<file path="config.mk">
export PLATFORM = sky130hd
export DESIGN_NAME = tick_irq_gen
export DESIGN_NICKNAME = d
export VERILOG_FILES = /design/src/rtl/tick_irq_pkg.sv /design/src/rtl/irq_phase_ctr.sv /design/src/rtl/irq_force_timer.sv /design/src/rtl/irq_level_flag.sv /design/src/rtl/tick_irq_gen.sv
export SDC_FILE = /design/constraint.sdc
export NUM_CORES = 1
export LEC_CHECK = 0
export BUFFER_PORTS_ARGS = -buffer_cell sky130_fd_sc_hd__buf_2
export CORE_UTILIZATION = 26
export CTS_BUF_LIST = sky130_fd_sc_hd__clkbuf_4 sky130_fd_sc_hd__clkbuf_8
export CTS_CLUSTER_DIAMETER = 30
export DETAILED_ROUTE_END_ITERATION = 12
export PLACE_DENSITY_LB_ADDON = 0.05
export SYNTH_ARGS = -nofsm -noshare
export SYNTH_HDL_FRONTEND = slang
export SYNTH_SLANG_ARGS = --single-unit
</file>
<file path="constraint.sdc">
create_clock -name clk -period 2.1 [get_ports clk]
set_input_delay 0 -clock clk [delete_from_list [all_inputs] [get_ports clk]]
set_output_delay 0 -clock clk [all_outputs]
set_load 0.01 [all_outputs]
</file>
<file path="src/rtl/tick_irq_pkg.sv">
package tick_irq_pkg;

  localparam int unsigned NUM_EVT = 8;
  localparam int unsigned CODE_W  = 4;

  typedef enum logic [1:0] {
    PM_OFF   = 2'b00,
    PM_HOLD  = 2'b01,
    PM_SQ    = 2'b10,
    PM_BURST = 2'b11
  } pulse_sel_e;

  typedef struct packed {
    logic       lvl_mode;
    logic [2:0] sel;
  } cycle_code_t;

endpackage

</file>
<file path="src/rtl/irq_phase_ctr.sv">
module irq_phase_ctr #(
  parameter int unsigned PHASE_W = 11
) (
  input  logic               clk,
  input  logic               rst_n,
  input  logic               sub_tick_i,
  output logic [PHASE_W-1:0] phase_o
);

  logic [PHASE_W-1:0] ph_q;
  logic [PHASE_W-1:0] ph_d;

  always_comb begin
    ph_d = ph_q;
    if (sub_tick_i) begin
      ph_d = ph_q + PHASE_W'(1);
    end
  end

  always_ff @(posedge clk or negedge rst_n) begin
    if (!rst_n) begin
      ph_q <= '0;
    end else begin
      ph_q <= ph_d;
    end
  end

  assign phase_o = ph_q;

endmodule

</file>
<file path="src/rtl/irq_force_timer.sv">
module irq_force_timer #(
  parameter int unsigned LIMIT = 5120
) (
  input  logic clk,
  input  logic rst_n,
  input  logic ce_i,
  input  logic sub_tick_i,
  output logic force_o
);

  localparam int unsigned CNT_W = $clog2(LIMIT + 1);
  localparam logic [CNT_W-1:0] CNT_MAX = CNT_W'(LIMIT);

  logic [CNT_W-1:0] cnt_q;
  logic [CNT_W-1:0] cnt_d;
  logic             cnt_en;

  assign cnt_en = ce_i && sub_tick_i && (cnt_q != CNT_MAX);

  always_comb begin
    cnt_d = cnt_q;
    if (!ce_i) begin
      cnt_d = '0;
    end else if (cnt_en) begin
      cnt_d = cnt_q + CNT_W'(1);
    end
  end

  always_ff @(posedge clk or negedge rst_n) begin
    if (!rst_n) begin
      cnt_q <= '0;
    end else begin
      cnt_q <= cnt_d;
    end
  end

  assign force_o = (cnt_q == CNT_MAX);

endmodule

</file>
<file path="src/rtl/irq_level_flag.sv">
module irq_level_flag (
  input  logic clk,
  input  logic rst_n,
  input  logic code_we_i,
  input  logic lvl_mode_i,
  input  logic flag_we_i,
  input  logic flag_wdata_i,
  input  logic evt_hit_i,
  output logic flag_o
);

  logic flag_q;
  logic flag_d;

  always_comb begin
    flag_d = flag_q;
    if (code_we_i) begin
      flag_d = 1'b0;
    end else if (lvl_mode_i && flag_we_i) begin
      flag_d = flag_wdata_i;
    end else if (lvl_mode_i && evt_hit_i) begin
      flag_d = 1'b1;
    end
  end

  always_ff @(posedge clk or negedge rst_n) begin
    if (!rst_n) begin
      flag_q <= 1'b0;
    end else begin
      flag_q <= flag_d;
    end
  end

  assign flag_o = flag_q;

endmodule

</file>
<file path="src/rtl/tick_irq_gen.sv">
module tick_irq_gen
  import tick_irq_pkg::*;
#(
  parameter int unsigned PHASE_W = 11
) (
  input  logic               clk,
  input  logic               rst_n,
  input  logic               sub_tick_i,
  input  logic [NUM_EVT-1:0] roll_i,
  input  logic               ct_we_i,
  input  logic [CODE_W-1:0]  ct_wdata_i,
  input  logic               flag_we_i,
  input  logic               flag_wdata_i,
  input  logic               ce_i,
  output logic               irq_pull_o,
  output logic               flag_o
);

  localparam int unsigned SQ_BIT    = PHASE_W - 11;
  localparam int unsigned BURST_HI  = PHASE_W - 2;
  localparam int unsigned BURST_LO  = PHASE_W - 11;
  localparam int unsigned MSB_BIT   = PHASE_W - 1;
  localparam int unsigned HOLD_LIM  = 5 * (2 ** (PHASE_W - 1));

  cycle_code_t        ct_q;
  cycle_code_t        ct_d;
  logic [PHASE_W-1:0] ph_q;
  logic               force_on;
  logic               lvl_q;
  logic               evt_hit;
  logic               pulse_lvl;
  logic               irq_d;
  logic               irq_q;
  pulse_sel_e         psel;

  always_comb begin
    ct_d = ct_q;
    if (ct_we_i) begin
      ct_d = cycle_code_t'(ct_wdata_i);
    end
  end

  always_ff @(posedge clk or negedge rst_n) begin
    if (!rst_n) begin
      ct_q <= '0;
    end else begin
      ct_q <= ct_d;
    end
  end

  irq_phase_ctr #(
    .PHASE_W (PHASE_W)
  ) u_phase (
    .clk        (clk),
    .rst_n      (rst_n),
    .sub_tick_i (sub_tick_i),
    .phase_o    (ph_q)
  );

  irq_force_timer #(
    .LIMIT (HOLD_LIM)
  ) u_force (
    .clk        (clk),
    .rst_n      (rst_n),
    .ce_i       (ce_i),
    .sub_tick_i (sub_tick_i),
    .force_o    (force_on)
  );

  assign evt_hit = roll_i[ct_q.sel];

  irq_level_flag u_flag (
    .clk          (clk),
    .rst_n        (rst_n),
    .code_we_i    (ct_we_i),
    .lvl_mode_i   (ct_q.lvl_mode),
    .flag_we_i    (flag_we_i),
    .flag_wdata_i (flag_wdata_i),
    .evt_hit_i    (evt_hit),
    .flag_o       (lvl_q)
  );

  assign psel = pulse_sel_e'(ct_q.sel[1:0]);

  always_comb begin
    unique case (psel)
      PM_OFF:   pulse_lvl = 1'b0;
      PM_HOLD:  pulse_lvl = 1'b1;
      PM_SQ:    pulse_lvl = ph_q[SQ_BIT];
      PM_BURST: pulse_lvl = (ph_q[BURST_HI:BURST_LO] == '0);
      default:  pulse_lvl = 1'b0;
    endcase
  end

  always_comb begin
    if (force_on) begin
      irq_d = ph_q[MSB_BIT];
    end else if (ct_q.lvl_mode) begin
      irq_d = lvl_q;
    end else begin
      irq_d = pulse_lvl;
    end
  end

  always_ff @(posedge clk or negedge rst_n) begin
    if (!rst_n) begin
      irq_q <= 1'b0;
    end else begin
      irq_q <= irq_d;
    end
  end

  assign irq_pull_o = irq_q;
  assign flag_o     = ct_q.lvl_mode ? lvl_q : irq_q;

endmodule

</file>
Word-level counts from Yosys, hierarchy flattened. Cells that the tools add are included.

Add/subtract/negate cells: 2. Multipliers: 0. Divide/modulo/power cells: 0. Magnitude comparators: 1. Eq/ne operators: 6. Shifts and indexed selects: 0. Mux-type cells: 11. Bitwise operators: 0. Reduce and logical (&&, ||, !) cells: 7.

Operator list (count): 13-bit two-way mux (2); 13-bit by 1-bit adder with 13-bit output, second input constant (1); 13-bit equality test, second input constant (1); 13-bit inequality test, second input constant (1); 11-bit by 1-bit adder with 11-bit output, second input constant (1); 10-bit logical NOT (1); 1-bit two-way mux (7); 2-bit equality test, second input constant (2); 1-bit logical AND (4); 3-bit by 4-bit less-than comparator with 1-bit output, second input constant (1); 1-bit one-hot mux with 4 select lines (1); 1-bit binary-select mux with 3-bit select (1); 3-bit nonzero test (1); 2-bit by 1-bit equality test with 1-bit output, second input constant (1); 2-bit logical NOT (1); 2-bit by 1-bit inequality test with 1-bit output, second input constant (1).

Flip-flop bits (word level): 30. Bits in latches: 0. Memory bits (writable): 0. Bits in read-only memories: 0. Memories kept: 0.

Longest topological paths before layout. Gate-level depths: netlist of run 1.

Depth after elaboration: 6. Gate-level depth with buffers: 6. Depth with buffers taken out: 6.

Cells and area by module. From an unflattened synthesis of run 1, not the netlist that was laid out.

Cells, all modules: 140. Area, all modules: 1604.0 um2.

Modules (own cells, without submodules): irq_force_timer (instances 1, cells an instance 71, area each 735.7 um2, sequential area each 325.3 um2); irq_phase_ctr (instances 1, cells an instance 40, area each 496.7 um2, sequential area each 275.3 um2); tick_irq_gen (instances 1, cells an instance 24, area each 309.0 um2, sequential area each 125.1 um2); irq_level_flag (instances 1, cells an instance 5, area each 62.6 um2, sequential area each 25.0 um2).

Worst setup path before layout of run 1. OpenSTA, ideal clock, no wires.

Kind: register -> register. Start: reg ct_q[0] (netlist bit). End: reg u_flag.flag_q, in the netlist u_flag.flag_o. Setup time: 133 ps. Arrival: 1435 ps. Data required time: 1967 ps. Slack: 532 ps. Stages on the path, launching flop included: 5. Path buffers: 0. Clock period less this slack: 1568 ps. Path through: dfrtp_1 mux4_2 nor2b_1 a2111oi_1 nor3_1.

Longest elaborated chain between the ends: 4.

RTL lines: start, declared (line tick_irq_gen.sv:25) `cycle_code_t ct_q;`; start signal, assigned (line tick_irq_gen.sv:47) `ct_q <= ct_d;`; 1-bit binary-select mux with 3-bit select (line tick_irq_gen.sv:70) `assign evt_hit = roll_i[ct_q.sel];`; 1-bit two-way mux (not written as such) (line tick_irq_gen.sv:70); 1-bit logical AND (line irq_level_flag.sv:21) `end else if (lvl_mode_i && evt_hit_i) begin`; 3-bit nonzero test (no line); end signal, assigned (line irq_level_flag.sv:30) `flag_q <= flag_d;`; end, declared (line irq_level_flag.sv:12) `logic flag_q;`.

No other way between the ends. The select of a mux whose other input is x is not followed. A chain may end at the register's enable or synchronous reset.

Final worst setup path of run 1. Same ends and word-level chain as after synthesis.

==> summary.md, run 1 <==
| Metric | Value |
|---|---|
| Setup TNS | `0 ns` |
| Critical setup path kind | `reg -> reg` |
| Nets | `201` |
| Post-synth EDFFs | `0` |
| Initial Utilization | `0.2766` |
| Clock buffer depth | `2` |
| Share of post-route cells with drive strength above 1 | `0.1732` |
| Clock-pin slew on the worst setup and hold paths | `0.06 ns` |
| Placed instance area | `1743 um^2` |
| Ys Warns | `0` |
| Top cell type's share of synthesized area | `0.4812` |
| Critical path capture point type | `flop` |
| GR Util met2 | `0.1709` |
| Slew Limit Fails | `0` |
| Busiest grt layer | `met2` |
| Max cap viols | `0` |
| Sequential area share after synthesis | `0.4812` |
| CTS Sinks | `30` |
| Setup violators final | `0` |
| Yosys top cell by area | `dfrtp_1` |
| Synth Area in XOR/XNOR | `0.09543` |
| Register area | `750.7 um^2` |
| Launch point of the worst path | `ct_q[0]` |
| TritonCTS clock tree | `done` |
| Final wirelength | `3.149 mm` |
| Routed via count | `1119` |
| Grt met3 use | `0.04000` |
| Cell variety after synth | `30` |
| Peak supply drop | `315.5 uV` |
| Final Cycle Share | `0.7977` |
| # IOs | `21` |
| DR WL/cell | `12.55 um` |
| Vias in the first global route | `1182` |
| Crit Path Max Fanout | `6` |
| Status | `completed` |
| Gr usage total | `0.1142` |
| Met1 Use GR | `0.1476` |
| Hold_ws | `0.05313 ns` |
| H-tree depth | `2` |
| Slew HR | `0.5493` |
| Synth Area in Compound Gates | `0.02566` |
| Final WS setup | `0.4248 ns` |
| Measured slew at the worst slew-check pin | `0.6761 ns` |
| Clock skew | `0.003086 ns` |
| Net Count, Synth | `171` |
| Final GP Congestion | `0.7793` |
| Hold Startpoint | `flag_we_i` |
| Die Wd | `79.47 um` |
| Mux cell area share after synthesis | `0.1059` |
| Mapped Cells | `148` |
| FF+latch count, synth | `30` |
| Post-Synth Simple-Gate Area | `0.2310` |
| Async set-reset flop share out of synthesis | `1.000` |
| WP data arrival | `1.83 ns` |
| Dpl ws | `0.4368 ns` |
| Post-CTS Setup Bufs | `0` |
| Synth Cell Area | `1560 um^2` |
| Largest net degree at the start of global routing | `31` |
| Area share of fa/ha/maj cells after synthesis | `0.03208` |
| CTS root buffer | `clkbuf_8` |
| Fin area | `1898 um^2` |
| Max Clk Rate | `596.9 MHz` |
| Ant. Diodes | `0` |
| Crit path time final | `1.675 ns` |
| Largest family of logic cells by synthesized area | `simple AND/OR/NAND/NOR gates` |
| Die height | `79.47 um` |
| Worst-Skew Late Latency | `0.28 ns` |
| I/O Buffers | `20` |
| Pre-antenna DRT Iters | `4` |
| Antenna-violating nets left | `0` |
| Most common cell in the netlist | `dfrtp_1` |
| Num rows | `27` |
| Initial antenna violation count | `0` |
| Power density over cell area | `791.4 nW/um^2` |
| DRC viols | `0` |
| Leak | `0.8886 nW` |
| GR Overflow Total | `0` |
| Critical path launch point type | `flop` |
| Multi-input gate area | `764.5 um^2` |
| Top FF cell, synth | `dfrtp_1` |
| TritonCTS buffer count | `5` |
| RSZ-0062 raised after global routing | `false` |
| Vias per inst | `4.458` |
| Final Hold Viols | `0` |
| Mean Syn Cell Area | `10.54 um^2` |
| CORE AREA | `5642 um^2` |
| # fillers | `585` |
| First DRT Iteration DRCs | `47` |
| Die area | `6315 um^2` |
| Worst Hold Class | `in -> reg` |
| Ranking of synthesized cells by area | `dfrtp_1 (48%), xor2_1 (5.1%), xnor2_1 (4.5%)` |
| Reg2reg start | `ct_q[0]` |
| Area delta synth->final | `21.65%` |
| Post-DP HPWL | `2.290 mm` |
| First-pass GRT wire length | `5.451 mm` |
| Worst Path Required | `2.25 ns` |
| Most frequent cells after synthesis | `dfrtp_1 (30), nand2_1 (18), nand3_1 (10)` |
-- cell usage in the layout (no fill, tap or decap), types with 2 or more instances in the layout --
cell type | netlist | routed
and3_1 | 3 | 3
o21ai_0 | 2 | 2
nand3_1 | 10 | 10
mux2i_1 | 6 | 6
xnor2_1 | 8 | 8
nand2b_1 | 3 | 3
xor2_1 | 9 | 9
mux2_1 | 5 | 5
nor3_1 | 3 | 3
nor4b_1 | 4 | 4
ha_1 | 4 | 4
clkbuf_8 | 0 | 6
inv_1 | 7 | 7
nor2b_1 | 2 | 2
nor4_1 | 6 | 6
nand4_1 | 5 | 5
dlygate4sd3_1 | 0 | 6
nand2_1 | 18 | 18
dfrtp_1 | 30 | 30
buf_2 | 0 | 20
nor2_1 | 2 | 2
and2_1 | 7 | 7
-- power breakdown --
group          internal (mW)  switching, mW  total (mW)  leakage (nW)
clock                  0.277          0.213       0.490        0.0517
combinational          0.132          0.119       0.251         0.442
sequential             0.659          0.103       0.762         0.395
total                   1.07          0.435        1.50         0.889
-- stage by stage --
| step | util | total power, mW | instances |
|---|---|---|---|
| global placement | 0.3089 | 1.013 | 237 |
| finish | 0.3364 | 1.502 | 251 |
| detailed placement | 0.3089 | 1.016 | 237 |
| CTS | 0.3364 | 1.529 | 251 |
| floorplan | - | 0.9192 | 148 |
| global route | 0.3364 | 1.605 | 251 |
-- metal layers --
| metal | share of wire | vias to the layer above |
|---|---|---|
| met2 | 0.40 | 25 |
| met3 | 0.053 | 7 |
| met5 | 0 | - |
| li1 | - | 577 |
| met1 | 0.53 | 510 |
| met4 | 0.017 | 0 |
-- area by class of cell --
cell class / count / area share
Tap cell: 72 / 0.04746
Clock inverter: 1 / 0.002637
Sequential cell: 30 / 0.3955
Timing Repair Buffer: 27 / 0.08833
Multi-Input combinational cell: 106 / 0.4028
Inverter: 8 / 0.01582
Clock buffer: 7 / 0.04746
-- cell families after synthesis --
family,count (synthesis)
flip-flops,30
adder cells (fa/ha/maj),4
AND/OR/NAND/NOR,66
XOR/XNOR,17
multiplexers,13
buffers and inverters,12
AO/OA/AOI/OAI,6
-- state kept, by name, indices dropped and copies added, names as in the netlist --
register and count:
ct_q 4, u_phase.phase_o 11, u_force.cnt_q 13, u_flag.flag_o 1
irq_pull_o 1
-- path summary, 6_finish.rpt --
kind                                  endpoint  slack, ns  depth (start not counted)
setup / recovery                 u_flag.flag_o       0.42                          4
setup reg to reg                 u_flag.flag_o       0.42                          4
hold / removal                   u_flag.flag_o       0.05                          3
min in group asynchronous   u_phase.phase_o[8]       0.29                          2
max in group asynchronous     u_force.cnt_q[8]       1.37                          2
hold reg to reg            u_phase.phase_o[10]       0.47                          1
-- critical path, cell delays in order, from the launching register on --
cell       delay [ns]
dfrtp_1          0.45
mux4_2           0.53
nor2b_1          0.14
a2111oi_1        0.34
nor3_1           0.08
-- timing repair --
item,4_1_cts,5_1_grt
endpoints found under the hold margin,35,0
hold buffers,6,0
gates resized for setup,0,0
Power figures use the tool's default switching activity.
==> run 2: changes to the inputs <==
--- a/config.mk
+++ b/config.mk
@@ -5,6 +5,7 @@
 export SDC_FILE = /design/constraint.sdc
 export NUM_CORES = 1
 export LEC_CHECK = 0
+export ABC_AREA = 1
 export BUFFER_PORTS_ARGS = -buffer_cell sky130_fd_sc_hd__buf_2
 export CORE_UTILIZATION = 26
 export CTS_BUF_LIST = sky130_fd_sc_hd__clkbuf_4 sky130_fd_sc_hd__clkbuf_8
==> constraint.sdc (replaced) <==
create_clock -name clk -period 1.6 [get_ports clk]
set_input_delay 0 -clock clk [delete_from_list [all_inputs] [get_ports clk]]
set_output_delay 0 -clock clk [all_outputs]
set_load 0.01 [all_outputs]
==> run 2 against run 1 <==
Routed wire length up 32%. Cell count up 37%. Via count up 34%. Largest cell class unchanged. Setup slack worse by 0.31 ns. Flip-flop and latch count unchanged. Sequential power up 28%. Critical path depth up 5. Global-route usage up 1.6 points. Highest routed layer unchanged. Synthesized area up 15%.
==> summary.md, run 2 <==
| Metric | Value |
|---|---|
| Slew HR | `0.5144 (-0.03494)` |
| Antenna-violating nets left | `0 (unchanged)` |
| Critical setup path kind | `reg -> reg` |
| DRC viols | `0 (unchanged)` |
| Critical path capture point type | `flop` |
| GR Overflow Total | `0 (unchanged)` |
| Launch point of the worst path | `u_force.cnt_q[0]` |
| WHS Path Cells | `2 (-1)` |
| TritonCTS buffer count | `5 (unchanged)` |
| Sequential area share after synthesis | `0.4190 (-0.06216)` |
| Dpl ws | `0.1274 ns (-0.3094 ns)` |
| H-tree depth | `2 (unchanged)` |
| Final GP Congestion | `0.7143 (-8.3%)` |
| Slew Limit Fails | `0 (unchanged)` |
| # fillers | `705 (+21%)` |
| Reg2reg start | `u_force.cnt_q[0]` |
| Non-filler cells in the finished layout | `343 (+37%)` |
| Measured slew at the worst slew-check pin | `0.7285 ns (+0.05241 ns)` |
| Share of post-route cells with drive strength above 1 | `0.1842 (+0.01103)` |
| Pre-antenna DRT Iters | `4 (unchanged)` |
| Net Count, Synth | `254 (+49%)` |
| Ranking of synthesized cells by area | `dfrtp_1 (42%), nand2_1 (12%), nand3_1 (6.4%)` |
| Worst Path Required | `1.77 ns (-0.48 ns)` |
| Most frequent cells after synthesis | `nand2_1 (56), dfrtp_1 (30), inv_1 (28)` |
| Hold Startpoint | `ct_we_i` |
| FF+latch count, synth | `30 (unchanged)` |
| Critical path launch point type | `flop` |
| Power density over cell area | `945.2 nW/um^2 (+19%)` |
| Peak supply drop | `533.8 uV (+69%)` |
| Worst Hold Class | `in -> reg` |
| Die Wd | `85.02 um (+7.0%)` |
| Ys Warns | `0 (unchanged)` |
| Die height | `85.02 um (+7.0%)` |
| Area delta synth->final | `20.39%` |
| Most common cell in the netlist | `nand2_1` |
| Max reg flops | `13 (unchanged)` |
| Synth Cell Area | `1792 um^2 (+15%)` |
| Mapped Cells | `231 (+56%)` |
| Vias in the first global route | `1473 (+25%)` |
| Post-CTS Setup Bufs | `0 (unchanged)` |
| Max Clk Rate | `673.9 MHz (+13%)` |
| Clock-pin slew on the worst setup and hold paths | `0.07 ns (about the same)` |
| Mean Syn Cell Area | `7.756 um^2 (-26%)` |
| Fin area | `2157 um^2 (+14%)` |
| Yosys top cell by area | `dfrtp_1` |
| DR WL/cell | `12.11 um (-3.5%)` |
| Post-synth EDFFs | `0 (unchanged)` |
| Top cell type's share of synthesized area | `0.4190 (-0.06216)` |
| Post-layout util | `0.3321 (-0.004325)` |
| WP data arrival | `1.66 ns (-0.17 ns)` |
| First DRT Iteration DRCs | `49 (+4.3%)` |
| Clock buffer depth | `2 (unchanged)` |
| CTS Sinks | `30 (unchanged)` |
| Hold endpoint | `ct_q[0]` |
| Post-DP HPWL | `3.049 mm (+33%)` |
| Setup violators final | `0 (unchanged)` |
| Worst-Skew Late Latency | `0.28 ns (about the same)` |
| Largest register by flop count | `u_force.cnt_q` |
| RSZ-0062 raised after global routing | `false` |
| Commonest non-fill, non-tap cell in the layout | `nand2_1` |
| Hold_ws | `0.01119 ns (-0.04194 ns)` |
| CORE AREA | `6495 um^2 (+15%)` |
| Async set-reset flop share out of synthesis | `1.000 (unchanged)` |
| Final wirelength | `4.153 mm (+32%)` |
| Num rows | `29 (+7.4%)` |
| Power Total | `2.039 mW (+36%)` |
| Top FF cell, synth | `dfrtp_1` |
| Clock skew | `0.009316 ns (+0.006231 ns)` |
| Status | `completed` |
| Largest net degree at the start of global routing | `31 (unchanged)` |
| R2R Path End | `u_force.cnt_q[8]` |
| Max cap viols | `0 (unchanged)` |
| Cell variety after synth | `27 (-10%)` |
| CTS root buffer | `clkbuf_8` |
| Cells on worst reg2reg path | `9 (+5)` |
| Final Hold Viols | `0 (unchanged)` |
| TritonCTS clock tree | `done` |
| Initial Utilization | `0.2759 (-0.0006959)` |
| Final Cycle Share | `0.9275 (+0.1297)` |
| # IOs | `21 (unchanged)` |
| Vias per inst | `4.362 (-2.2%)` |
| Ant. Diodes | `0 (unchanged)` |
| Placed instance area | `2003 um^2 (+15%)` |
| Initial antenna violation count | `0 (unchanged)` |
| Gr usage total | `0.1306 (+0.01633)` |
| Nets | `288 (+43%)` |
| Crit path time final | `1.484 ns (-0.1913 ns)` |
| I/O Buffers | `20 (unchanged)` |
| Leak | `1.035 nW (+16%)` |
| First-pass GRT wire length | `7.245 mm (+33%)` |
| Die area | `7228 um^2 (+14%)` |
| Setup TNS | `0 ns (unchanged)` |
| Final WS setup | `0.1161 ns (-0.3087 ns)` |
| R2R Setup Slk | `0.12 ns (-0.31 ns)` |
| Crit Path Max Fanout | `5 (-1)` |
| Cell Count Post-Placement | `330 (+39%)` |
| Routed via count | `1496 (+34%)` |
| Commonest non-fill, non-tap cells in the layout | `nand2_1 (56), dfrtp_1 (30), inv_1 (28)` |
-- run 2: cell count changes after synthesis, sizes merged, moves of 7 or more --
cell	delta
and2	-7
inv	+21
nand2	+41
nand3	+16
nor2	+25
o21ai	+11
-- run 2: critical path, cell delays in order, from the launching register on --
cell	delay, ns
dfrtp_1	0.38
buf_4	0.15
ha_1	0.20
nand3_1	0.15
inv_1	0.09
nand2_1	0.08
xor2_1	0.16
nor2_1	0.06
nand2_1	0.07
nand2_1	0.05
-- run 2: final cells by class --
type,count,area [um^2],area share
Multi-Input combinational cell,167,907.1,0.4205
Clock inverter,2,12.51,0.005800
Inverter,30,112.6,0.05220
Clock buffer,6,82.58,0.03828
Sequential cell,30,750.7,0.3480
Timing Repair Buffer,31,195.2,0.09049
Tap cell,77,96.34,0.04466
-- run 2: logic make-up (layout without fill, tap and decap cells) --
family          after synthesis  after routing  share of synthesized area
flops                        30             30                     0.4190
fa+ha+maj                     4              4                    0.02793
buf+inv                      34             69                    0.07960
simple gates                128            128                     0.3310
xor+xnor                     16             16                    0.07821
compound gates               19             19                    0.06425
-- run 2: what timing repair did --
action	CTS	global route
setup endpoints to repair	0	11
gates resized for setup	0	2
hold buffers	5	0
endpoints found under the hold margin	34	0
-- run 2: worst max path at each step --
stage / slack, ns / to / depth (start not counted)
6_report: 0.12 / u_force.cnt_q[8] / 9
5_1_grt: 0.003 / u_force.cnt_q[8] / 9
4_1_cts: 0.11 / u_force.cnt_q[8] / 9
3_5_place_dp: 0.13 / u_force.cnt_q[8] / 9
3_3_place_gp: 0.11 / u_force.cnt_q[8] / 9
2_1_floorplan: 0.15 / u_force.cnt_q[10] / 10
-- run 2: where the power goes --
group,internal (mW),total (mW),switching [mW]
Sequential,0.868,0.979,0.112
Combinational,0.168,0.396,0.228
Clock,0.346,0.663,0.318
-- run 2: metal layers --
metal  part of all wire  routed length, um  global-route usage  up-vias
li1                   -                  -                   -      807
met1               0.54               2263              0.1914      663
met2               0.41               1700              0.1840       20
met3              0.031                128             0.03307        6
met4              0.014                 60             0.04622        0
met5                  0                  0                   0        -
